## config.mk

```make
export PLATFORM = sky130hd
export DESIGN_NAME = kbcHostPort
export DESIGN_NICKNAME = d
export VERILOG_FILES = /design/src/rtl/kbcHostPkg.sv /design/src/rtl/kbcHostCtrl.sv /design/src/rtl/kbcHostDp.sv /design/src/rtl/kbcHostPort.sv
export SDC_FILE = /design/constraint.sdc
export NUM_CORES = 1
export LEC_CHECK = 0
export CAP_MARGIN = 20
export CORE_ASPECT_RATIO = 0.8
export CORE_MARGIN = 2
export CORE_UTILIZATION = 54
export DETAILED_ROUTE_END_ITERATION = 7
export MAX_ROUTING_LAYER = met4
export PLACE_DENSITY = 0.95
export SYNTH_ARGS = -nofsm -noshare
export SYNTH_HDL_FRONTEND = slang
export SYNTH_SLANG_ARGS = --single-unit
```

## constraint.sdc

```tcl
create_clock -name clk -period 3.8 [get_ports clk]
set_input_delay 0.38 -clock clk [delete_from_list [all_inputs] [get_ports clk]]
set_output_delay 0.38 -clock clk [all_outputs]
set_load 0.005 [all_outputs]
```

## src/rtl/kbcHostPkg.sv

```systemverilog
package kbcHostPkg;
  typedef enum logic [2:0] {
    SEL_RX, SEL_CFG, SEL_INPORT, SEL_OUTPORT, SEL_LINES, SEL_LINECODE
  } replySel_e;

  typedef struct packed {
    logic      takeIb;
    logic      loadOut;
    replySel_e sel;
    logic      wrCfg;
    logic      setKbOff;
    logic      clrKbOff;
    logic      wrOutPort;
    logic      startPulse;
    logic      driveLow;
    logic      grabLow;
    logic      txDone;
    logic      txFail;
  } strobe_t;
endpackage

```

## src/rtl/kbcHostCtrl.sv

```systemverilog
module kbcHostCtrl
  import kbcHostPkg::*;
(
  input  logic       clk,
  input  logic       rstN,
  input  logic       inFull,
  input  logic       cmdFlag,
  input  logic [7:0] ibData,
  input  logic       outFull,
  input  logic       kbEnabled,
  input  logic       rxValid,
  output logic       rxReady,
  output logic       txValid,
  input  logic       txReady,
  input  logic       txTimeout,
  output strobe_t    strb
);
  typedef enum logic [2:0] {S_IDLE, S_WAIT_CFG, S_WAIT_OP, S_TX, S_TLOW, S_THIGH} state_e;
  state_e state, nextState;

  always_ff @(posedge clk) begin
    if (!rstN) state <= S_IDLE;
    else       state <= nextState;
  end

  always_comb begin
    strb      = '0;
    strb.sel  = SEL_RX;
    nextState = state;
    rxReady   = 1'b0;
    txValid   = 1'b0;
    unique case (state)
      S_IDLE: begin
        if (inFull && cmdFlag) begin
          if (!outFull) begin
            strb.takeIb = 1'b1;
            case (ibData)
              8'h20: begin strb.loadOut = 1'b1; strb.sel = SEL_CFG; end
              8'h60: nextState = S_WAIT_CFG;
              8'hAA, 8'hAB: nextState = S_TLOW;
              8'hAD: strb.setKbOff = 1'b1;
              8'hAE: strb.clrKbOff = 1'b1;
              8'hC0: begin strb.loadOut = 1'b1; strb.sel = SEL_INPORT; end
              8'hD0: begin strb.loadOut = 1'b1; strb.sel = SEL_OUTPORT; end
              8'hD1: nextState = S_WAIT_OP;
              8'hE0: begin strb.loadOut = 1'b1; strb.sel = SEL_LINES; end
              default: strb.startPulse = (ibData[7:4] == 4'hF);
            endcase
          end
        end else if (inFull) begin
          nextState = S_TX;
        end else begin
          rxReady = !outFull && kbEnabled;
          if (rxValid && rxReady) strb.loadOut = 1'b1;
        end
      end
      S_WAIT_CFG, S_WAIT_OP: begin
        if (inFull) begin
          if (cmdFlag) begin
            nextState = S_IDLE;  // new command cancels the wait
          end else begin
            strb.takeIb    = 1'b1;
            strb.wrCfg     = (state == S_WAIT_CFG);
            strb.wrOutPort = (state == S_WAIT_OP);
            nextState      = S_IDLE;
          end
        end
      end
      S_TX: begin
        txValid = 1'b1;
        if (txReady) begin
          strb.takeIb = 1'b1; strb.txDone = 1'b1; nextState = S_IDLE;
        end else if (txTimeout) begin
          strb.takeIb = 1'b1; strb.txFail = 1'b1; nextState = S_IDLE;
        end
      end
      S_TLOW: begin
        strb.driveLow = 1'b1;
        strb.grabLow  = 1'b1;
        nextState     = S_THIGH;
      end
      S_THIGH: begin
        strb.loadOut = 1'b1;
        strb.sel     = SEL_LINECODE;
        nextState    = S_IDLE;
      end
      default: nextState = S_IDLE;
    endcase
  end


  tx_has_data_chk: assert property (@(posedge clk) disable iff (!rstN) txValid |-> inFull);

  rx_only_when_empty_chk: assert property (@(posedge clk) disable iff (!rstN) rxReady |-> (!outFull && !inFull));
endmodule

```

## src/rtl/kbcHostDp.sv

```systemverilog
module kbcHostDp
  import kbcHostPkg::*;
#(
  parameter int PULSE_DLY = 16,
  parameter int PULSE_LEN = 48
) (
  input  logic       clk,
  input  logic       rstN,
  input  logic       hostWr,
  input  logic       hostRd,
  input  logic       a2,
  input  logic [7:0] hostDin,
  output logic [7:0] hostDout,
  input  strobe_t    strb,
  input  logic [7:0] rxData,
  input  logic       rxParityErr,
  input  logic       rxTimeout,
  input  logic [7:0] inPort,
  input  logic       testClkIn,
  input  logic       testDataIn,
  output logic [7:0] outPort,
  output logic       inFull,
  output logic       cmdFlag,
  output logic [7:0] ibData,
  output logic       outFull,
  output logic       kbEnabled
);
  localparam int MAXCNT = (PULSE_DLY > PULSE_LEN) ? PULSE_DLY : PULSE_LEN;
  localparam int CW     = $clog2(MAXCNT + 1);

  logic [7:0]    obData, cfgByte, opReg, reply, lineCode, status;
  logic          parErr, rxTo, txTo, lowClk, lowDat;
  logic          pulseDly, pulseAct;
  logic [CW-1:0] pulseCnt;
  logic [3:0]    pulseMask;

  assign kbEnabled = !cfgByte[4] && (inPort[7] || cfgByte[3]);
  assign status    = {parErr, rxTo, txTo, inPort[7], cmdFlag, cfgByte[2], inFull, outFull};
  assign hostDout  = a2 ? status : obData;

  always_comb begin
    outPort[7:6] = strb.driveLow ? 2'b00 : opReg[7:6];
    outPort[5]   = !inFull;
    outPort[4]   = outFull && cfgByte[0];
    outPort[3:0] = opReg[3:0] & ~(pulseAct ? pulseMask : 4'h0);
  end

  always_comb begin
    if (!testClkIn)      lineCode = 8'h01;
    else if (lowClk)     lineCode = 8'h02;
    else if (!testDataIn) lineCode = 8'h03;
    else if (lowDat)     lineCode = 8'h04;
    else                 lineCode = 8'h00;
  end

  always_comb begin
    unique case (strb.sel)
      SEL_RX:       reply = rxData;
      SEL_CFG:      reply = cfgByte;
      SEL_INPORT:   reply = inPort;
      SEL_OUTPORT:  reply = outPort;
      SEL_LINES:    reply = {6'b0, testDataIn, testClkIn};
      SEL_LINECODE: reply = lineCode;
      default:      reply = 8'h00;
    endcase
  end

  always_ff @(posedge clk) begin
    if (!rstN) begin
      inFull <= 1'b0; cmdFlag <= 1'b0; ibData <= 8'h00;
      outFull <= 1'b0; obData <= 8'h00;
      cfgByte <= 8'h00; opReg <= 8'hFF;
      parErr <= 1'b0; rxTo <= 1'b0; txTo <= 1'b0;
      lowClk <= 1'b0; lowDat <= 1'b0;
    end else begin
      if (hostWr) begin
        inFull <= 1'b1; ibData <= hostDin; cmdFlag <= a2;
      end else if (strb.takeIb) begin
        inFull <= 1'b0;
      end
      if (strb.loadOut) begin
        outFull <= 1'b1; obData <= reply;
        if (strb.sel == SEL_RX) begin parErr <= rxParityErr; rxTo <= rxTimeout; end
      end else if (hostRd && !a2) begin
        outFull <= 1'b0;
      end
      if (strb.wrCfg)         cfgByte <= ibData & 8'h7D;
      else if (strb.setKbOff) cfgByte[4] <= 1'b1;
      else if (strb.clrKbOff) cfgByte[4] <= 1'b0;
      if (strb.wrOutPort) opReg <= ibData;
      if (strb.txFail)      txTo <= 1'b1;
      else if (strb.txDone) txTo <= 1'b0;
      if (strb.grabLow) begin lowClk <= testClkIn; lowDat <= testDataIn; end
    end
  end

  always_ff @(posedge clk) begin
    if (!rstN) begin
      pulseDly <= 1'b0; pulseAct <= 1'b0; pulseCnt <= '0; pulseMask <= 4'h0;
    end else if (strb.startPulse) begin
      pulseDly <= 1'b1; pulseAct <= 1'b0;
      pulseCnt <= CW'(PULSE_DLY - 1); pulseMask <= ~ibData[3:0];
    end else if (pulseDly) begin
      if (pulseCnt == '0) begin
        pulseDly <= 1'b0; pulseAct <= 1'b1; pulseCnt <= CW'(PULSE_LEN - 1);
      end else pulseCnt <= pulseCnt - 1'b1;
    end else if (pulseAct) begin
      if (pulseCnt == '0) pulseAct <= 1'b0;
      else pulseCnt <= pulseCnt - 1'b1;
    end
  end


  write_fills_chk: assert property (@(posedge clk) disable iff (!rstN)
    hostWr |=> (inFull && cmdFlag == $past(a2)));

  read_empties_chk: assert property (@(posedge clk) disable iff (!rstN)
    (hostRd && !a2 && !strb.loadOut) |=> !outFull);

  no_overwrite_chk: assert property (@(posedge clk) disable iff (!rstN)
    strb.loadOut |-> !outFull);
endmodule

```

## src/rtl/kbcHostPort.sv

```systemverilog
module kbcHostPort
  import kbcHostPkg::*;
#(
  parameter int PULSE_DLY = 16,
  parameter int PULSE_LEN = 48
) (
  input  logic       clk,
  input  logic       rstN,
  input  logic       csN,
  input  logic       rdN,
  input  logic       wrN,
  input  logic       a2,
  input  logic [7:0] hostDin,
  output logic [7:0] hostDout,
  input  logic       rxValid,
  input  logic [7:0] rxData,
  input  logic       rxParityErr,
  input  logic       rxTimeout,
  output logic       rxReady,
  output logic       txValid,
  output logic [7:0] txData,
  input  logic       txReady,
  input  logic       txTimeout,
  input  logic [7:0] inPort,
  input  logic       testClkIn,
  input  logic       testDataIn,
  output logic [7:0] outPort
);
  strobe_t    strb;
  logic       inFull, cmdFlag, outFull, kbEnabled;
  logic [7:0] ibData;
  logic       hostWr, hostRd;

  assign hostWr = !csN && !wrN;
  assign hostRd = !csN && !rdN;
  assign txData = ibData;

  kbcHostCtrl u_ctrl (
    .clk(clk), .rstN(rstN), .inFull(inFull), .cmdFlag(cmdFlag), .ibData(ibData),
    .outFull(outFull), .kbEnabled(kbEnabled), .rxValid(rxValid), .rxReady(rxReady),
    .txValid(txValid), .txReady(txReady), .txTimeout(txTimeout), .strb(strb)
  );

  kbcHostDp #(.PULSE_DLY(PULSE_DLY), .PULSE_LEN(PULSE_LEN)) u_dp (
    .clk(clk), .rstN(rstN), .hostWr(hostWr), .hostRd(hostRd), .a2(a2),
    .hostDin(hostDin), .hostDout(hostDout), .strb(strb), .rxData(rxData),
    .rxParityErr(rxParityErr), .rxTimeout(rxTimeout), .inPort(inPort),
    .testClkIn(testClkIn), .testDataIn(testDataIn), .outPort(outPort),
    .inFull(inFull), .cmdFlag(cmdFlag), .ibData(ibData), .outFull(outFull),
    .kbEnabled(kbEnabled)
  );
endmodule

```

-- Word level (Yosys, flattened, before mapping)
Cells that the tools add are included.
- bitwise operators: 4
- add/sub/neg operators: 1
- equal/unequal tests: 29
- reductions and logical operators: 33
- muxes and demuxes: 72
- operators with widths (operator ; number):
    8-bit == test (second input constant) ; 8
    8-bit case mux with 6 select lines ; 1
    1-bit two-way mux ; 41
    8-bit two-way mux ; 4
    3-bit two-way mux ; 8
    6-bit two-way mux ; 4
    4-bit case mux with 4 select lines ; 1
    3-bit by 2-bit == test with 1-bit output (second input constant) ; 4
    3-bit == test (second input constant) ; 4
    2-bit two-way mux ; 6
    3-bit case mux with 4 select lines ; 1
    10-bit OR reduction ; 1
    3-bit case mux with 3 select lines ; 1
    8-bit by 6-bit == test with 1-bit output (second input constant) ; 1
    8-bit by 7-bit == test with 1-bit output (second input constant) ; 1
    1-bit logical AND ; 8
    4-bit two-way mux ; 2
    4-bit NOT ; 2
    4-bit case mux with 2 select lines ; 1
    2-bit nonzero test ; 4
    1-bit logical NOT ; 7
    3-bit by 1-bit == test with 1-bit output (second input constant) ; 2
    3-bit logical NOT ; 2
    6-bit logical NOT ; 1
    other kinds (17) ; 24
- register bits: 53
- logic and storage cells: 158
- bits of input ports: 37

-- Logic depth before layout (Yosys ltp)
- depth in word-level cells: 10
- depth in mapped cells: 8
- gate-level depth less buffers: 7

-- Modules after synthesis
A second synthesis with hierarchy kept.
- cells, all modules: 307
- area total of the unflattened synthesis: 2862.7 µm²
- modules (own cells, without submodules) (module ; times used ; seq. area each (µm²) ; cells each ; area each (µm²)):
    kbcHostDp ; 1 ; 960.9 ; 230 ; 2348.5
    kbcHostCtrl ; 1 ; 60.1 ; 75 ; 506.7
    kbcHostPort ; 1 ; 0.0 ; 2 ; 7.5

-- Worst setup path after synthesis
Ideal clock, no wire load.
- kind: reg2reg
- from: register u_dp.pulseCnt[2]
- to: register u_dp.pulseCnt[5]
- cell stages (with the launch flop): 7
- library setup time: 131 ps
- required time: 3669 ps
- period minus slack after synthesis: 1794 ps
- arrival time: 1662 ps
- setup slack: 2006 ps
- cell sequence: dfxtp_1 or3_4 or3_1 buf_6 a21o_4 a221oi_1 a311oi_1
- word-level cells in the longest chain between the ends: 4
- RTL lines (what ; RTL line ; RTL):
    from (decl) ; kbcHostDp.sv:34 ; logic [CW-1:0] pulseCnt;
    from (signal assigned) ; kbcHostDp.sv:102 ; pulseCnt <= CW'(PULSE_DLY - 1); pulseMask <= ~ibData[3:0];
    from (signal assigned) ; kbcHostDp.sv:106 ; end else pulseCnt <= pulseCnt - 1'b1;
    from (signal assigned) ; kbcHostDp.sv:109 ; else pulseCnt <= pulseCnt - 1'b1;
    6-bit by 1-bit subtractor with 6-bit output ; kbcHostDp.sv:106, kbcHostDp.sv:109 ;
    6-bit two-way mux ; kbcHostDp.sv:108 ; if (pulseCnt == '0) pulseAct <= 1'b0;
    6-bit two-way mux ; kbcHostDp.sv:107 ; end else if (pulseAct) begin
    6-bit two-way mux ; kbcHostDp.sv:103 ; end else if (pulseDly) begin
Several ways; a longest one is shown, not always the timed one. The select of a mux whose other input is x is not followed.
A chain may end at the register's enable or synchronous reset.

-- Worst setup path after layout
- from: register u_ctrl.state[1]
- to: output port outPort[6]
- word-level cells in the longest chain between the ends: 3
- RTL lines (what ; RTL line ; RTL):
    from (decl) ; kbcHostCtrl.sv:19 ; state_e state, nextState;
    from (signal assigned) ; kbcHostCtrl.sv:23 ; else state <= nextState;
    3-bit == test ; kbcHostCtrl.sv:32 ; unique case (state)
    2-bit two-way mux ; kbcHostCtrl.sv:32 ;
    2-bit two-way mux ; kbcHostDp.sv:42 ; outPort[7:6] = strb.driveLow ? 2'b00 : opReg[7:6];
    to (decl) ; kbcHostPort.sv:27 ; output logic [7:0] outPort
Every way passes these cells.

==> impl_results.md <==
- Area grow syn2layout: 27.4%
- Post-synthesis mux area share: 8.99%
- Max_slew headroom: around two fifths
- Global Route Usage Sum: 30.7%
- Syn Area/Cell: 8.22 um^2
- Async set-reset flop share out of synthesis: 0%
- Worst setup EP type: output pin
- CP Class: register to output pin
- Post-route clock skew: between 0.015 and 0.02 ns
- Ant diodes: 0
- Clock sinks: 51
- Synthesis Warnings: 0
- Layout cells sized above 1: about 7.4%
- Cells resized by post-CTS repair: 0
- Syn Inst Count: about 330
- ANT nets after route: 0
- Crit start category: register
- Reg2Reg Capture Point: u_dp.obData[5]
- Drt wl/cell: approximately 18 um
- Maximum clock rate: just over 0.4 GHz
- Slew Limit Fails: 0
- Post-synth top flop: dfxtp_1
- DRT iter0 DRCs: between 300 and 400
- CTS Buffer Depth: 2
- # nets final: about 410
- Arrival @ worst endpoint: about 2.1 ns
- Post-synth cell types: 56
- Vias in the first global route: approximately 2600
- Worst reg-to-reg setup slack: 1.44 ns
- CP endpoint: outPort[6]
- Reg2reg path depth: 5
- Half-perimeter wire length after placement: between 5000 and 6000 um
- Post-synth EDFFs: 0
- Power density over the cells: about 340 nW/um^2
- Hold WC Path Type: register to register
- Run status: completed
- CTS tree: yes
- DR vias/cell: 6.28
- Worst Max-Slew Pin Slew: between 0.8 and 0.9 ns
- Clk_lat worst skew: approximately 0.32 ns
- Simple-gate area share of the yosys netlist: between 20% and 30%
- CTS clock-pin slew for the worst setup and hold paths: ~0.09 ns
- DRC violation count after routing: 0
- Most frequent cells in the layout: 62 x clkdlybuf4s50_1, 51 x dfxtp_1, 47 x nand2_1
- Compound-Gate Fraction of Synth Area: between 20% and 30%
- FF-to-FF Start: u_dp.ibData[5]
- RD Place Congestion: between 0.9 and 1
- Hold path start: u_dp.lowDat
- Antenna violations before repair: 0
- DRT Pass-1 Iters: 7
- Total CTS buffers: 5
- Final wirelength: between 7000 and 8000 um
- Max VDD drop: between 0.0004 and 0.0005 V
- Pin count of the biggest net entering global routing: 26
- CP Data Required Time: ~3.4 ns
- Die H: ~67 um
- Max-cap violations: 0
- Adder-Cell Fraction of Synth Area: less than 1%
- Leading cell type in the layout, fill and taps excluded: clkdlybuf4s50_1
- Port bufs: slightly above 60
- Post-CTS Hold Fix Bufs: 0
- Post-layout min period: 2.46 ns
- XOR/XNOR share of the synthesized area: 0%
- First-pass GRT wire length: between 10000 and 15000 um
- Clock root buffer: clkbuf_8
- Crit. Startpoint: u_ctrl.state[1]
- Num ports: 63
- Final Hold Viols: 0
- #FFs+latches synth: 51
- LEAKAGE: between 1 and 1.5 nW
- CTS H-tree depth: 2
- FP Rows: 22
- Die area: 5530 um^2
- Overall Power: 1.15 mW
- Initial Utilization: between 50 and 60%
- Grt total ovfl: 0
- Setup Viol. Count Final: 0
- Final period utilization: 64.7%
- Syn Nets: roughly 360
- Fin Setup TNS: 0 ns
- Seq/Total Area, Yosys: a little under two fifths
- Number of setup buffers added after CTS: 0
- Synth Cell Area: around 2700 um^2
- Core region area: approximately 4700 um^2
- Die X: between 80 and 90 um
- RSZ-0062 raised after global routing: no
- Main combinational cell family by area after synthesis: simple AND/OR/NAND/NOR gates
- CP max FO: 10
- Vias: 2738
- Minimum hold slack: 0.478 ns
## critical path, cell delays in order, from the launching register on
cell and delay, ns:
dfxtp_1 0.43, nor2_1 0.37, nand2_1 0.25, and2_1 0.25, clkdlybuf4s50_1 0.47
## registers in the layout, summed over array words and instances (netlist names), 3 cells and up
name / count
u_ctrl.state: 3
u_dp.cfgByte: 6
u_dp.ibData: 8
u_dp.obData: 8
u_dp.opReg: 6
u_dp.pulseCnt: 6
u_dp.pulseMask: 4
## cell families (layout without fill, tap and decap cells)
family | Yosys count | after routing
and+or+nand+nor | 126 | 126
adders and majority gates | 1 | 1
muxes | 23 | 23
buffers and inverters | 31 | 82
AOI/OAI and AO/OA | 93 | 93
DFF | 51 | 51
## report_power, final
group | switching (mW) | leakage [nW] | internal [mW]
sequential | 0.0318 | 0.414 | 0.555
combinational | 0.0768 | 0.860 | 0.100
clock | 0.190 | 0.0548 | 0.198
## routing by layer
metal	GRT usage, %	vias up	share of wire [%]
met5	-	-	0
met3	5.96	22	9.1
met2	45.5	175	45
met1	40.8	1273	44
li1	-	1268	-
met4	12.9	0	2.4
## layout make-up
class / count / area, um^2
Fill cell: 353 / 1270
Clock inverter: 3 / 46.3
Inverter: 10 / 37.5
Multi-Input combinational cell: 243 / 1520
Clock buffer: 5 / 68.8
Sequential cell: 51 / 1020
Tap cell: 60 / 75.1
Timing Repair Buffer: 64 / 636
## synth_stat cells (all sizes together) (2+ instances only)
cell / n / area (um^2)
nor2: 28 / 105
nand3: 5 / 30.0
mux2: 8 / 90.1
inv: 9 / 33.8
a221oi: 3 / 26.3
o21a: 2 / 15.0
a22oi: 5 / 37.5
a21oi: 29 / 149
mux2i: 15 / 150
nand2b: 2 / 12.5
nor4: 3 / 25.0
or3: 4 / 31.3
nor3: 9 / 56.3
a2bb2oi: 7 / 61.3
nor4b: 3 / 41.3
nand4: 2 / 12.5
nand4b: 2 / 23.8
nand3b: 4 / 30.0
and3b: 4 / 35.0
o211ai: 7 / 52.6
dfxtp: 51 / 1020
buf: 7 / 40.0
and2: 7 / 43.8
a21boi: 5 / 37.5
o21ai: 20 / 100
nand2: 47 / 176
a31oi: 6 / 37.5
clkbuf: 14 / 52.6
## worst min path at each step
stage                             end  cells past startpoint
final                     u_dp.lowDat                      2
after global routing      u_dp.lowDat                      2
after CTS                 u_dp.lowDat                      2
after detailed placement  u_dp.lowDat                      2
after global placement    u_dp.lowDat                      2
after floorplan           u_dp.lowDat                      2
## stage by stage
| step | instances | util, % | worst slack, ns | cell area, um^2 |
|---|---|---|---|---|
| after CTS | 436 | 72.8 | 1.40 | 3400 |
| after global routing | 436 | 72.8 | 1.28 | 3400 |
| after detailed placement | 428 | 70.3 | 1.42 | 3290 |
| after floorplan | 325 | - | 2.01 | 2670 |
| after global placement | 428 | 70.3 | 1.48 | 3290 |
| final | 436 | 72.8 | 1.34 | 3400 |
No activity file was read; power rests on OpenSTA's default activity.
